### config.mk
export PLATFORM = sky130hd
export DESIGN_NAME = therm_alert
export DESIGN_NICKNAME = d
export VERILOG_FILES = /design/src/rtl/therm_alert_pkg.sv /design/src/rtl/therm_fault_qual.sv /design/src/rtl/therm_fault_cnt.sv /design/src/rtl/therm_alert_fsm.sv /design/src/rtl/therm_alert.sv
export SDC_FILE = /design/constraint.sdc
export NUM_CORES = 1
export LEC_CHECK = 0
export CAP_MARGIN = 20
export CORE_ASPECT_RATIO = 0.9
export CORE_MARGIN = 1.5
export CORE_UTILIZATION = 43
export CTS_CLUSTER_SIZE = 12
export DETAILED_ROUTE_END_ITERATION = 6
export PLACE_DENSITY = 0.81
export SETUP_SLACK_MARGIN = 0.2
export SYNTH_ARGS = -nofsm -noshare
export SYNTH_HDL_FRONTEND = slang
export SYNTH_SLANG_ARGS = --single-unit
export TNS_END_PERCENT = 5
### constraint.sdc
create_clock -name clk -period 2.55 [get_ports clk]
set_input_delay 0.3825 -clock clk [delete_from_list [all_inputs] [get_ports clk]]
set_output_delay 0.3825 -clock clk [all_outputs]
set_load 0.005 [all_outputs]
### src/rtl/therm_alert_pkg.sv
package therm_alert_pkg;

    localparam int TEMP_W = 12;
    localparam int FQ_MAX = 6;
    localparam int CNT_W  = $clog2(FQ_MAX + 1);

    typedef logic signed [TEMP_W-1:0] temp_t;

    typedef enum logic [1:0] {
        FQ_ONE  = 2'd0,
        FQ_TWO  = 2'd1,
        FQ_FOUR = 2'd2,
        FQ_SIX  = 2'd3
    } fq_sel_e;

    typedef struct packed {
        logic active;    // alert currently asserted (polarity-free)
        logic arm_high;  // interrupt mode: next trip watches the high limit
    } alert_state_t;

    // 75 C and 80 C at 1/16 C per LSB
    localparam temp_t LIMIT_LO_DEFAULT = temp_t'(75 * 16);
    localparam temp_t LIMIT_HI_DEFAULT = temp_t'(80 * 16);

    function automatic logic [CNT_W-1:0] fq_need(input logic [1:0] sel);
        case (fq_sel_e'(sel))
            FQ_ONE:  return CNT_W'(1);
            FQ_TWO:  return CNT_W'(2);
            FQ_FOUR: return CNT_W'(4);
            default: return CNT_W'(FQ_MAX);
        endcase
    endfunction

endpackage

### src/rtl/therm_fault_qual.sv
module therm_fault_qual #(
    parameter int TW = 12
) (
    input  logic [TW-1:0] temp,
    input  logic [TW-1:0] lo,
    input  logic [TW-1:0] hi,
    input  logic          watch_high,
    output logic          qualifies
);
    always_comb begin
        if (watch_high) qualifies = ($signed(temp) >= $signed(hi));
        else            qualifies = ($signed(temp) <  $signed(lo));
    end
endmodule

### src/rtl/therm_fault_cnt.sv
module therm_fault_cnt #(
    parameter int CW  = 3,
    parameter int SAT = 6
) (
    input  logic          clk,
    input  logic          rst,
    input  logic          clr,
    input  logic          step,
    input  logic          qualifies,
    input  logic [CW-1:0] need,
    output logic          trip,
    output logic [CW-1:0] count
);
    localparam logic [CW-1:0] SAT_V = CW'(SAT);

    logic [CW-1:0] nxt;

    always_comb begin
        nxt  = (count >= SAT_V) ? SAT_V : count + 1'b1;
        trip = step && qualifies && (nxt >= need);
    end

    always_ff @(posedge clk) begin
        if (rst || clr) begin
            count <= '0;
        end else if (step) begin
            if (!qualifies || trip) count <= '0;
            else                    count <= nxt;
        end
    end
endmodule

### src/rtl/therm_alert_fsm.sv
module therm_alert_fsm
    import therm_alert_pkg::*;
(
    input  logic clk,
    input  logic rst,
    input  logic shdn,
    input  logic intr_mode,
    input  logic trip,
    input  logic reg_rd,
    output logic alert_act,
    output logic watch_high
);
    alert_state_t st;

    always_ff @(posedge clk) begin
        if (rst || shdn) begin
            st.active   <= 1'b0;
            st.arm_high <= 1'b1;
        end else if (intr_mode) begin
            if (trip) begin
                st.active   <= 1'b1;
                st.arm_high <= ~st.arm_high;
            end else if (reg_rd) begin
                st.active   <= 1'b0;
            end
        end else if (trip) begin
            st.active <= ~st.active;
        end
    end

    assign alert_act  = st.active;
    assign watch_high = intr_mode ? st.arm_high : ~st.active;
endmodule

### src/rtl/therm_alert.sv
module therm_alert
    import therm_alert_pkg::*;
(
    input  logic              clk,
    input  logic              rst,
    input  logic              conv_done,
    input  logic [TEMP_W-1:0] conv_temp,
    input  logic [TEMP_W-1:0] lim_lo,
    input  logic [TEMP_W-1:0] lim_hi,
    input  logic              intr_mode,
    input  logic              pol_high,
    input  logic [1:0]        fq_sel,
    input  logic              reg_rd,
    input  logic              shdn,
    output logic              alert_pin
);
    logic             watch_high;
    logic             qual;
    logic             trip;
    logic             alert_act;
    logic [CNT_W-1:0] fault_cnt;
    logic [CNT_W-1:0] need;

    assign need = fq_need(fq_sel);

    therm_fault_qual #(.TW(TEMP_W)) u_qual (
        .temp       (conv_temp),
        .lo         (lim_lo),
        .hi         (lim_hi),
        .watch_high (watch_high),
        .qualifies  (qual)
    );

    therm_fault_cnt #(.CW(CNT_W), .SAT(FQ_MAX)) u_cnt (
        .clk       (clk),
        .rst       (rst),
        .clr       (shdn),
        .step      (conv_done),
        .qualifies (qual),
        .need      (need),
        .trip      (trip),
        .count     (fault_cnt)
    );

    therm_alert_fsm u_fsm (
        .clk        (clk),
        .rst        (rst),
        .shdn       (shdn),
        .intr_mode  (intr_mode),
        .trip       (trip),
        .reg_rd     (reg_rd),
        .alert_act  (alert_act),
        .watch_high (watch_high)
    );

    assign alert_pin = pol_high ? alert_act : ~alert_act;
endmodule

==> impl_metrics.json, run 1 <==
{
  "status": "complete, no violations",
  "drtAntennaViolNets": 0,
  "async_flop_share_pct": 0,
  "cellLeakagePower_nw": 0.9044,
  "synth_edf_count": 0,
  "diodes": 0,
  "grt_overflow": 0,
  "clock_latency_ns": 0.25,
  "io_buffers": 45,
  "criticalPathCategory": "input pin to register",
  "firstDrtPassIters": 4,
  "die_y_um": 50.24,
  "area_growth_pct": 72.18,
  "start_kind": "input pin",
  "wl_per_cell_um": 16.46,
  "routabilityCongestion": 0.7835,
  "initial_core_util_pct": 47.12,
  "maxCapViolCount": 0,
  "fin_crit_sh_pct": 92.68,
  "critPathSlowestCell": "clkdlybuf4s50_1",
  "crit_path_max_incr_delay_ns": 0.45,
  "yosys_warnings": 0,
  "clk_pin_slew_worst_paths_ns": 0.05,
  "grt_pass1_wl_um": 5457,
  "dp_cells": 213,
  "netlist_instances": 135,
  "setup_viol_count_final": 0,
  "fmax_ghz": 0.4231,
  "pre_cts_slack_ns": -0.2685,
  "multiInputGateArea_sq_um": 1060,
  "cts_tree": "yes",
  "cts_buffers": 3,
  "core_area_sq_um": 2262,
  "worst_slew_pin_slew_ns": 0.4566,
  "wl_um": 3655,
  "cp_cell_sequence": "clkdlybuf4s50_1, inv_1, ha_1, nand2_1, nor4_4, nor3b_1, o31ai_4, buf_4, nand4_1, o22ai_2, and2_1",
  "layout_common_cells": "inv_1 (19), dlygate4sd2_1 (19), clkdlybuf4s50_1 (18)",
  "synth_area_per_cell_sq_um": 7.896,
  "cts_max_level": 1,
  "min_period_ns": 2.363,
  "hp-class": "register to register",
  "track_usage_pct": 24.43,
  "cp-end-kind": "register",
  "via_per_inst": 5.712,
  "synth_seq_cells": 5,
  "finalPower_uw": 451.9,
  "clock_skew_ns": 0.004946,
  "drc_errors": 0,
  "slew-limit-headroom_pct": 69.49,
  "num_rows": 16,
  "die_area_sq_um": 2787,
  "dp_hpwl_um": 2485,
  "tns_ns": 0,
  "root_buffer": "clkbuf_4",
  "die_w_um": 55.49,
  "hold_viol_final": 0,
  "fill_cells": 146,
  "nNetsFinal": 269,
  "first_iter_violations": 41,
  "clk_path_buf_depth": 2,
  "crit_required_ns": 2.70,
  "cellPowerDensity_nw_per_um2": 246.2,
  "regArea_sq_um": 100.1,
  "io_pins": 46,
  "synthDistinctLibCells": 38,
  "rsz0062_at_grt": "true",
  "worst_slack_ns": 0.1866,
  "cp.arrival_ns": 2.51,
  "antenna_found_initial": 0,
  "vias": 1268,
  "maxSlewViolCount": 0,
  "syn-cell-area_sq_um": 1066,
  "layout-drive-gt1-share_pct": 30.77,
  "cp_max_fo": 2,
  "grt_max_degree": 7,
  "layout.cells.non_filler": 222,
  "cts_sinks": 5,
  "synth_ff_type": "dfxtp_1",
  "ctsHoldBuffers": 0,
  "grt_pass1_vias": 1313,
  "ir_drop_mv": 0.2154,
  "fin_hold_ws_ns": 0.5511,
  "syn_nets": 208,
  "ys_seq_area_share_pct": 9.390
}
==> synth_stat cells, types with 2 or more instances <==
| master | instances | area (sq um) |
|---|---|---|
| inv_1 | 28 | 105.1 |
| or2_1 | 2 | 12.51 |
| nor3_1 | 3 | 15.01 |
| o21ai_0 | 4 | 20.02 |
| nand4_1 | 3 | 18.77 |
| nor3b_1 | 3 | 22.52 |
| nand2b_1 | 3 | 18.77 |
| dfxtp_1 | 5 | 100.1 |
| a21o_1 | 4 | 30.03 |
| nor2_1 | 8 | 30.03 |
| a2bb2oi_1 | 2 | 17.52 |
| a21oi_1 | 6 | 30.03 |
| nand2_1 | 11 | 41.29 |
| ha_1 | 28 | 350.3 |
| nand3_1 | 2 | 10.01 |
==> metal layers <==
layer	track usage [%]	vias up	routed length, um
met2	53.97	60	2004
li1	-	601	-
met4	4.878	0	68
met5	0	-	0
met1	23.64	599	1401
met3	2.835	8	181
==> metrics by stage <==
step           cell area [sq um]  util, %
2_1_floorplan               1066        -
3_3_place_gp                1595    70.52
3_5_place_dp                1595    70.52
4_1_cts                     1777    78.54
5_1_grt                     1836    81.14
6_report                    1836    81.14
==> flip-flops by register name (all words and copies together), names as in the netlist <==
register,flops
u_cnt.count,3
u_fsm.st,1
u_fsm.alert_act,1
==> where the power goes <==
| group | switching, mW | leakage [nW] | internal, mW |
|---|---|---|---|
| clock network | 0.0408 | 0.0150 | 0.0597 |
| registers | 0.00139 | 0.0404 | 0.0798 |
| logic | 0.123 | 0.849 | 0.147 |
| total | 0.165 | 0.904 | 0.287 |
==> worst paths after layout <==
kind / start / to / slack (ns) / depth (start not counted)
worst min register to register: u_fsm.st[0] / u_fsm.st[0] / 0.55 / 2
worst min-delay path: u_fsm.st[0] / u_fsm.st[0] / 0.55 / 2
worst max-delay path: lim_hi[7] / u_cnt.count[0] / 0.19 / 11
worst max register to register: u_cnt.count[0] / u_fsm.alert_act / 0.22 / 11
==> final cells by class <==
cell class,count,area share (%)
multi-input cells,102,57.74
repair buffers,56,27.81
inverters,28,5.726
flip-flops and latches,5,5.453
well taps,27,1.840
clock buffers,4,1.431
==> what timing repair did <==
item	CTS	global route
pin swaps	27	16
resized for setup	51	20
setup buffers	3	2
setup endpoints to repair	5	5
==> worst max-delay path, delay by kind of cell <==
kind,cells,cell delay [ns]
AOI/OAI and AO/OA,2,0.26
buffers and inverters,3,0.65
and+or+nand+nor,5,0.91
adders and majority gates,1,0.30
==> kinds of logic (layout without fill, tap and decap cells) <==
kind of cell,after synthesis,in the layout,synth area share [%]
buffers and inverters,28,88,9.859
DFF,5,5,9.390
AOI/OAI and AO/OA,29,29,23.36
adders and majority gates,28,28,32.86
and+or+nand+nor,44,44,23.71
xor gates and xnor gates,1,1,0.8217
(Power assumes the default switching activity.)
==> run 2, diff against run 1 <==
--- a/config.mk
+++ b/config.mk
@@ -9,8 +9,8 @@
 export CORE_ASPECT_RATIO = 0.9
 export CORE_MARGIN = 1.5
-export CORE_UTILIZATION = 43
+export CORE_UTILIZATION = 46
 export CTS_CLUSTER_SIZE = 12
 export DETAILED_ROUTE_END_ITERATION = 6
-export PLACE_DENSITY = 0.81
+export PLACE_DENSITY = 0.86
 export SETUP_SLACK_MARGIN = 0.2
 export SYNTH_ARGS = -nofsm -noshare
==> constraint.sdc (replaced) <==
create_clock -name clk -period 3 [get_ports clk]
set_input_delay 0.45 -clock clk [delete_from_list [all_inputs] [get_ports clk]]
set_output_delay 0.45 -clock clk [all_outputs]
set_load 0.02 [all_outputs]
==> run 2 against run 1 <==
  * Die area shrank 6.2%
  * Total power shrank 28%
  * Final cell count down 5.0%
  * Combinational power shrank 33%
  * Global-route usage decreased by 3.1 points
  * Wire length shrank 29%
  * Sequential power down 15%
  * Critical endpoint is now u_fsm.alert_act
  * Clock-buffer cell count stayed put
  * Largest power group unchanged
  * Clock power is 25% lower
  * Worst hold slack improved by 0.0067 ns
  * Clock skew up 0.00068 ns
  * Register-to-register slack improved by 0.21 ns
==> impl_metrics.json, run 2 (synthesis gave the netlist of run 1 again) <==
{
  "p_int_uw": 222.1,
  "grt_pass1_wl_um": 4395,
  "io_buffers": 45,
  "tns_ns": 0,
  "grt_max_degree": 7,
  "min_period_ns": 2.594,
  "swShare_pct": 31.76,
  "diodes": 0,
  "die_w_um": 53.75,
  "firstDrtPassIters": 4,
  "largest_reg_flops": 3,
  "worst_slew_pin_slew_ns": 0.4997,
  "routabilityCongestion": 0.8186,
  "num_rows": 16,
  "status": "complete, no violations",
  "area_growth_pct": 47.89,
  "layout-drive-gt1-share_pct": 6.522,
  "cp.arrival_ns": 2.72,
  "start_kind": "input pin",
  "cts_max_level": 1,
  "vias": 1127,
  "crit_required_ns": 3.13,
  "cts_tree": "yes",
  "clock_latency_ns": 0.24,
  "pwr-share-clk_pct": 23.4,
  "dp_hpwl_um": 2314,
  "clk_pin_slew_worst_paths_ns": 0.04,
  "final_common_cell": "clkdlybuf4s50_1",
  "drc_errors": 0,
  "pre_cts_slack_ns": 0.1522,
  "io_pins": 46,
  "slew-limit-headroom_pct": 66.69,
  "criticalPathCategory": "input pin to register",
  "holdPathStages": 2,
  "wl_um": 2579,
  "antenna_found_initial": 0,
  "wl_per_cell_um": 12.22,
  "rsz0062_at_grt": "false",
  "layout_common_cells": "clkdlybuf4s50_1 (45), inv_1 (28), ha_1 (28)",
  "ctsHoldBuffers": 0,
  "p_sw_uw": 103.4,
  "first_iter_violations": 9,
  "post_cts_resized": 0,
  "cellPowerDensity_nw_per_um2": 206.5,
  "die_y_um": 48.67,
  "combPwrFrac_pct": 55.4,
  "fmax_ghz": 0.3855,
  "cellLeakagePower_nw": 0.7758,
  "fin_crit_sh_pct": 86.46,
  "regArea_sq_um": 100.1,
  "core_area_sq_um": 2182,
  "cts_buffers": 3,
  "place_area_sq_um": 1550,
  "ff2ff_path_depth": 10,
  "root_buffer": "clkbuf_4",
  "cts_setup_buffers": 0,
  "initial_core_util_pct": 48.85,
  "hp-class": "register to register",
  "clock_skew_ns": 0.005629,
  "worst_slack_ns": 0.4062,
  "drtAntennaViolNets": 0,
  "cp_max_fo": 5,
  "maxCapViolCount": 0,
  "track_usage_pct": 21.28,
  "grt_overflow": 0,
  "final_cell_area_sq_um": 1577,
  "fill_cells": 187,
  "grt_pass1_vias": 1118,
  "clk_path_buf_depth": 2,
  "die_area_sq_um": 2616,
  "via_per_inst": 5.341,
  "maxSlewViolCount": 0,
  "top_register": "u_cnt.count",
  "sequentialPowerShare_pct": 21.2,
  "hold_viol_final": 0,
  "multiInputGateArea_sq_um": 860.8,
  "ir_drop_mv": 0.2449,
  "cts_sinks": 5,
  "cp-end-kind": "register",
  "setup_viol_count_final": 0,
  "utilization_pct": 72.25,
  "nNetsFinal": 258
}
-- run 2: power groups by stage --
stage,clock network [mW],registers [mW],logic [mW]
after floorplan,0,0.0699,0.0933
after global placement,0,0.0700,0.172
after detailed placement,0,0.0702,0.179
after CTS,0.0797,0.0690,0.181
after global routing,0.0834,0.0690,0.200
final,0.0762,0.0690,0.180
-- run 2: metrics by stage --
stage | instances | power (mW) | hold slack [ns]
global route | 211 | 0.3529 | 0.5655
floorplan | 135 | 0.1632 | 0.4759
global placement | 207 | 0.2419 | 0.5258
detailed placement | 207 | 0.2492 | 0.5400
CTS | 211 | 0.3295 | 0.5450
finish | 211 | 0.3255 | 0.5579
-- run 2: final timing paths --
kind                                startpoint         endpoint  slack (ns)
worst max-delay path                lim_lo[11]  u_fsm.alert_act        0.41
worst min register to register     u_fsm.st[0]      u_fsm.st[0]        0.56
worst min-delay path               u_fsm.st[0]      u_fsm.st[0]        0.56
worst max register to register  u_cnt.count[0]  u_fsm.alert_act        0.43
-- run 2: cell type report --
cell class	count	share of cell area (%)
Tap cell	27	2.143
Sequential cell	5	6.349
Timing Repair Buffer	45	28.57
Multi-Input combinational cell	102	54.60
Inverter	28	6.667
Clock buffer	4	1.667
-- run 2: critical path: stages --
cell             delay [ns]
clkdlybuf4s50_1        0.46
inv_1                  0.04
ha_1                   0.31
and4_4                 0.22
a221oi_2               0.27
o21ai_1                0.14
a31oi_4                0.25
nand3_4                0.12
a2bb2oi_2              0.15
a2111oi_2              0.32
-- run 2: metal layers --
layer	GRT usage [%]	routed length, um	up-vias
met1	26.28	1111	517
li1	-	-	577
met5	0	0	-
met3	4.321	124	2
met2	38.21	1329	31
met4	1.709	13	0
==> run 3, diff against run 2 <==
Settings changed: CORE_UTILIZATION 46 to 35, CTS_BUF_LIST from default to sky130_fd_sc_hd__clkbuf_4, PLACE_DENSITY 0.86 to 0.68, REMOVE_ABC_BUFFERS from default to 1.
==> run 3 against run 2 <==
  * Register-to-register slack better by 0.05 ns
  * Critical path type unchanged
  * Clock power is 17% higher
  * Global-route usage is 5.3 points lower
  * Non-clock buffer count stayed put
  * Setup slack worse by 0.013 ns
  * Cell area is 1.3% higher
  * Final cell count is 6.2% higher
  * Clock skew is 0.0030 ns lower
  * Largest power group unchanged
==> impl_metrics.json, run 3 (synthesis gave the netlist of run 1 again) <==
{
  "status": "complete, no violations",
  "fill_cells": 263,
  "maxCapViolCount": 0,
  "largest_reg_flops": 3,
  "crit_required_ns": 3.14,
  "multiInputGateArea_sq_um": 860.8,
  "ctsHoldBuffers": 0,
  "clock_skew_ns": 0.002629,
  "layout_common_cells": "clkdlybuf4s50_1 (45), inv_1 (28), ha_1 (28)",
  "criticalPathCategory": "input pin to register",
  "routabilityCongestion": 0.8067,
  "firstDrtPassIters": 4,
  "slew-limit-headroom_pct": 67.68,
  "final_common_cell": "clkdlybuf4s50_1",
  "wl_um": 2535,
  "die_w_um": 61.18,
  "via_per_inst": 4.804,
  "cp-end-kind": "register",
  "rsz0062_at_grt": "false",
  "cellLeakagePower_nw": 0.7793,
  "grt_overflow": 0,
  "utilization_pct": 56.71,
  "cellPowerDensity_nw_per_um2": 211.1,
  "regArea_sq_um": 100.1,
  "initial_core_util_pct": 37.87,
  "place_area_sq_um": 1567,
  "die_y_um": 55.36,
  "grt_pass1_wl_um": 4347,
  "maxSlewViolCount": 0,
  "ir_drop_mv": 0.1547,
  "vias": 1076,
  "clock_latency_ns": 0.24,
  "critical_path.startpoint": "lim_lo[11]",
  "drtAntennaViolNets": 0,
  "fmax_ghz": 0.3835,
  "cp_max_fo": 5,
  "nNetsFinal": 258,
  "grt_max_degree": 7,
  "final_cell_area_sq_um": 1597,
  "io_buffers": 45,
  "min_period_ns": 2.607,
  "layout-drive-gt1-share_pct": 7.065,
  "core_area_sq_um": 2815,
  "clk_path_buf_depth": 2,
  "clk_pin_slew_worst_paths_ns": 0.05,
  "diodes": 0,
  "area_growth_pct": 49.77,
  "antenna_found_initial": 0,
  "track_usage_pct": 15.98,
  "cp.arrival_ns": 2.75,
  "hp-class": "register to register",
  "worst_slew_pin_slew_ns": 0.4848,
  "top_register": "u_cnt.count",
  "cts_buffers": 3,
  "cp_cell_sequence": "clkdlybuf4s50_1, inv_1, ha_1, and4_4, a221oi_2, o21ai_1, a31oi_4, nand3_4, a2bb2oi_2, a2111oi_2",
  "critPathTopFamily": "compound AO/OA/AOI/OAI gates",
  "root_buffer": "clkbuf_4",
  "post_cts_resized": 0,
  "grt_pass1_vias": 1100,
  "critPathSlowestCell": "clkdlybuf4s50_1",
  "start_kind": "input pin",
  "io_pins": 46,
  "die_area_sq_um": 3386,
  "cts_max_level": 1,
  "crit_path_max_incr_delay_ns": 0.46,
  "num_rows": 18,
  "worst-path-buf-inv": 2,
  "tns_ns": 0,
  "cts_sinks": 5,
  "rr_startpoint": "u_cnt.count[0]",
  "first_iter_violations": 36,
  "hold_viol_final": 0,
  "dp_hpwl_um": 2265,
  "setup_viol_count_final": 0,
  "hp-start": "u_fsm.st[0]",
  "cts_setup_buffers": 0,
  "drc_errors": 0,
  "wl_per_cell_um": 11.32,
  "cts_tree": "yes",
  "fin_crit_sh_pct": 86.91
}
run 3: worst paths after layout:
| path | endpoint | slack [ns] | depth (start not counted) |
|---|---|---|---|
| max | u_fsm.alert_act | 0.39 | 10 |
| min | u_fsm.st[0] | 0.51 | 2 |
| max reg2reg | u_fsm.alert_act | 0.48 | 10 |
| min reg2reg | u_fsm.st[0] | 0.51 | 2 |
run 3: routing by layer:
layer | vias to the layer above | track usage, % | part of all wire [%]
met5 | - | 0 | 0
met4 | 0 | 1.863 | 0.55
met3 | 3 | 2.108 | 5.1
met2 | 30 | 27.05 | 46
met1 | 465 | 21.72 | 48
li1 | 578 | - | -
run 3: layout make-up:
cell class                      instances  share of cell area [%]
Timing Repair Buffer                   45                   28.21
Multi-Input combinational cell        102                   53.92
Tap cell                               40                   3.135
Sequential cell                         5                   6.270
Inverter                               28                   6.583
Clock buffer                            4                   1.881
run 3: power by group:
group,switching [mW],leakage [nW],total [mW],internal [mW]
registers,0.000914,0.0404,0.0688,0.0679
clock network,0.0297,0.0184,0.0892,0.0595
logic,0.0752,0.720,0.179,0.104
total,0.106,0.779,0.337,0.231
run 3: worst register-to-register path: stages (launching register included):
cell and delay, ns:
dfxtp_1 0.32, inv_1 0.07, ha_1 0.20, o21ai_0 0.20
nand2_1 0.12, ha_1 0.30, nand2b_1 0.14, a21o_1 0.17
a21oi_1 0.41, nor3b_1 0.12, a2111oi_2 0.36
run 3: per-stage QoR:
| step | std cells | setup slack [ns] | hold WS (ns) | power (mW) |
|---|---|---|---|---|
| after floorplan | 135 | 0.7326 | 0.4759 | 0.1632 |
| after global placement | 220 | 0.1372 | 0.5203 | 0.2453 |
| after detailed placement | 220 | 0.1350 | 0.5095 | 0.2495 |
| after CTS | 224 | 0.3723 | 0.5196 | 0.3406 |
| after global routing | 224 | 0.2642 | 0.5665 | 0.3686 |
| final | 224 | 0.3928 | 0.5136 | 0.3370 |
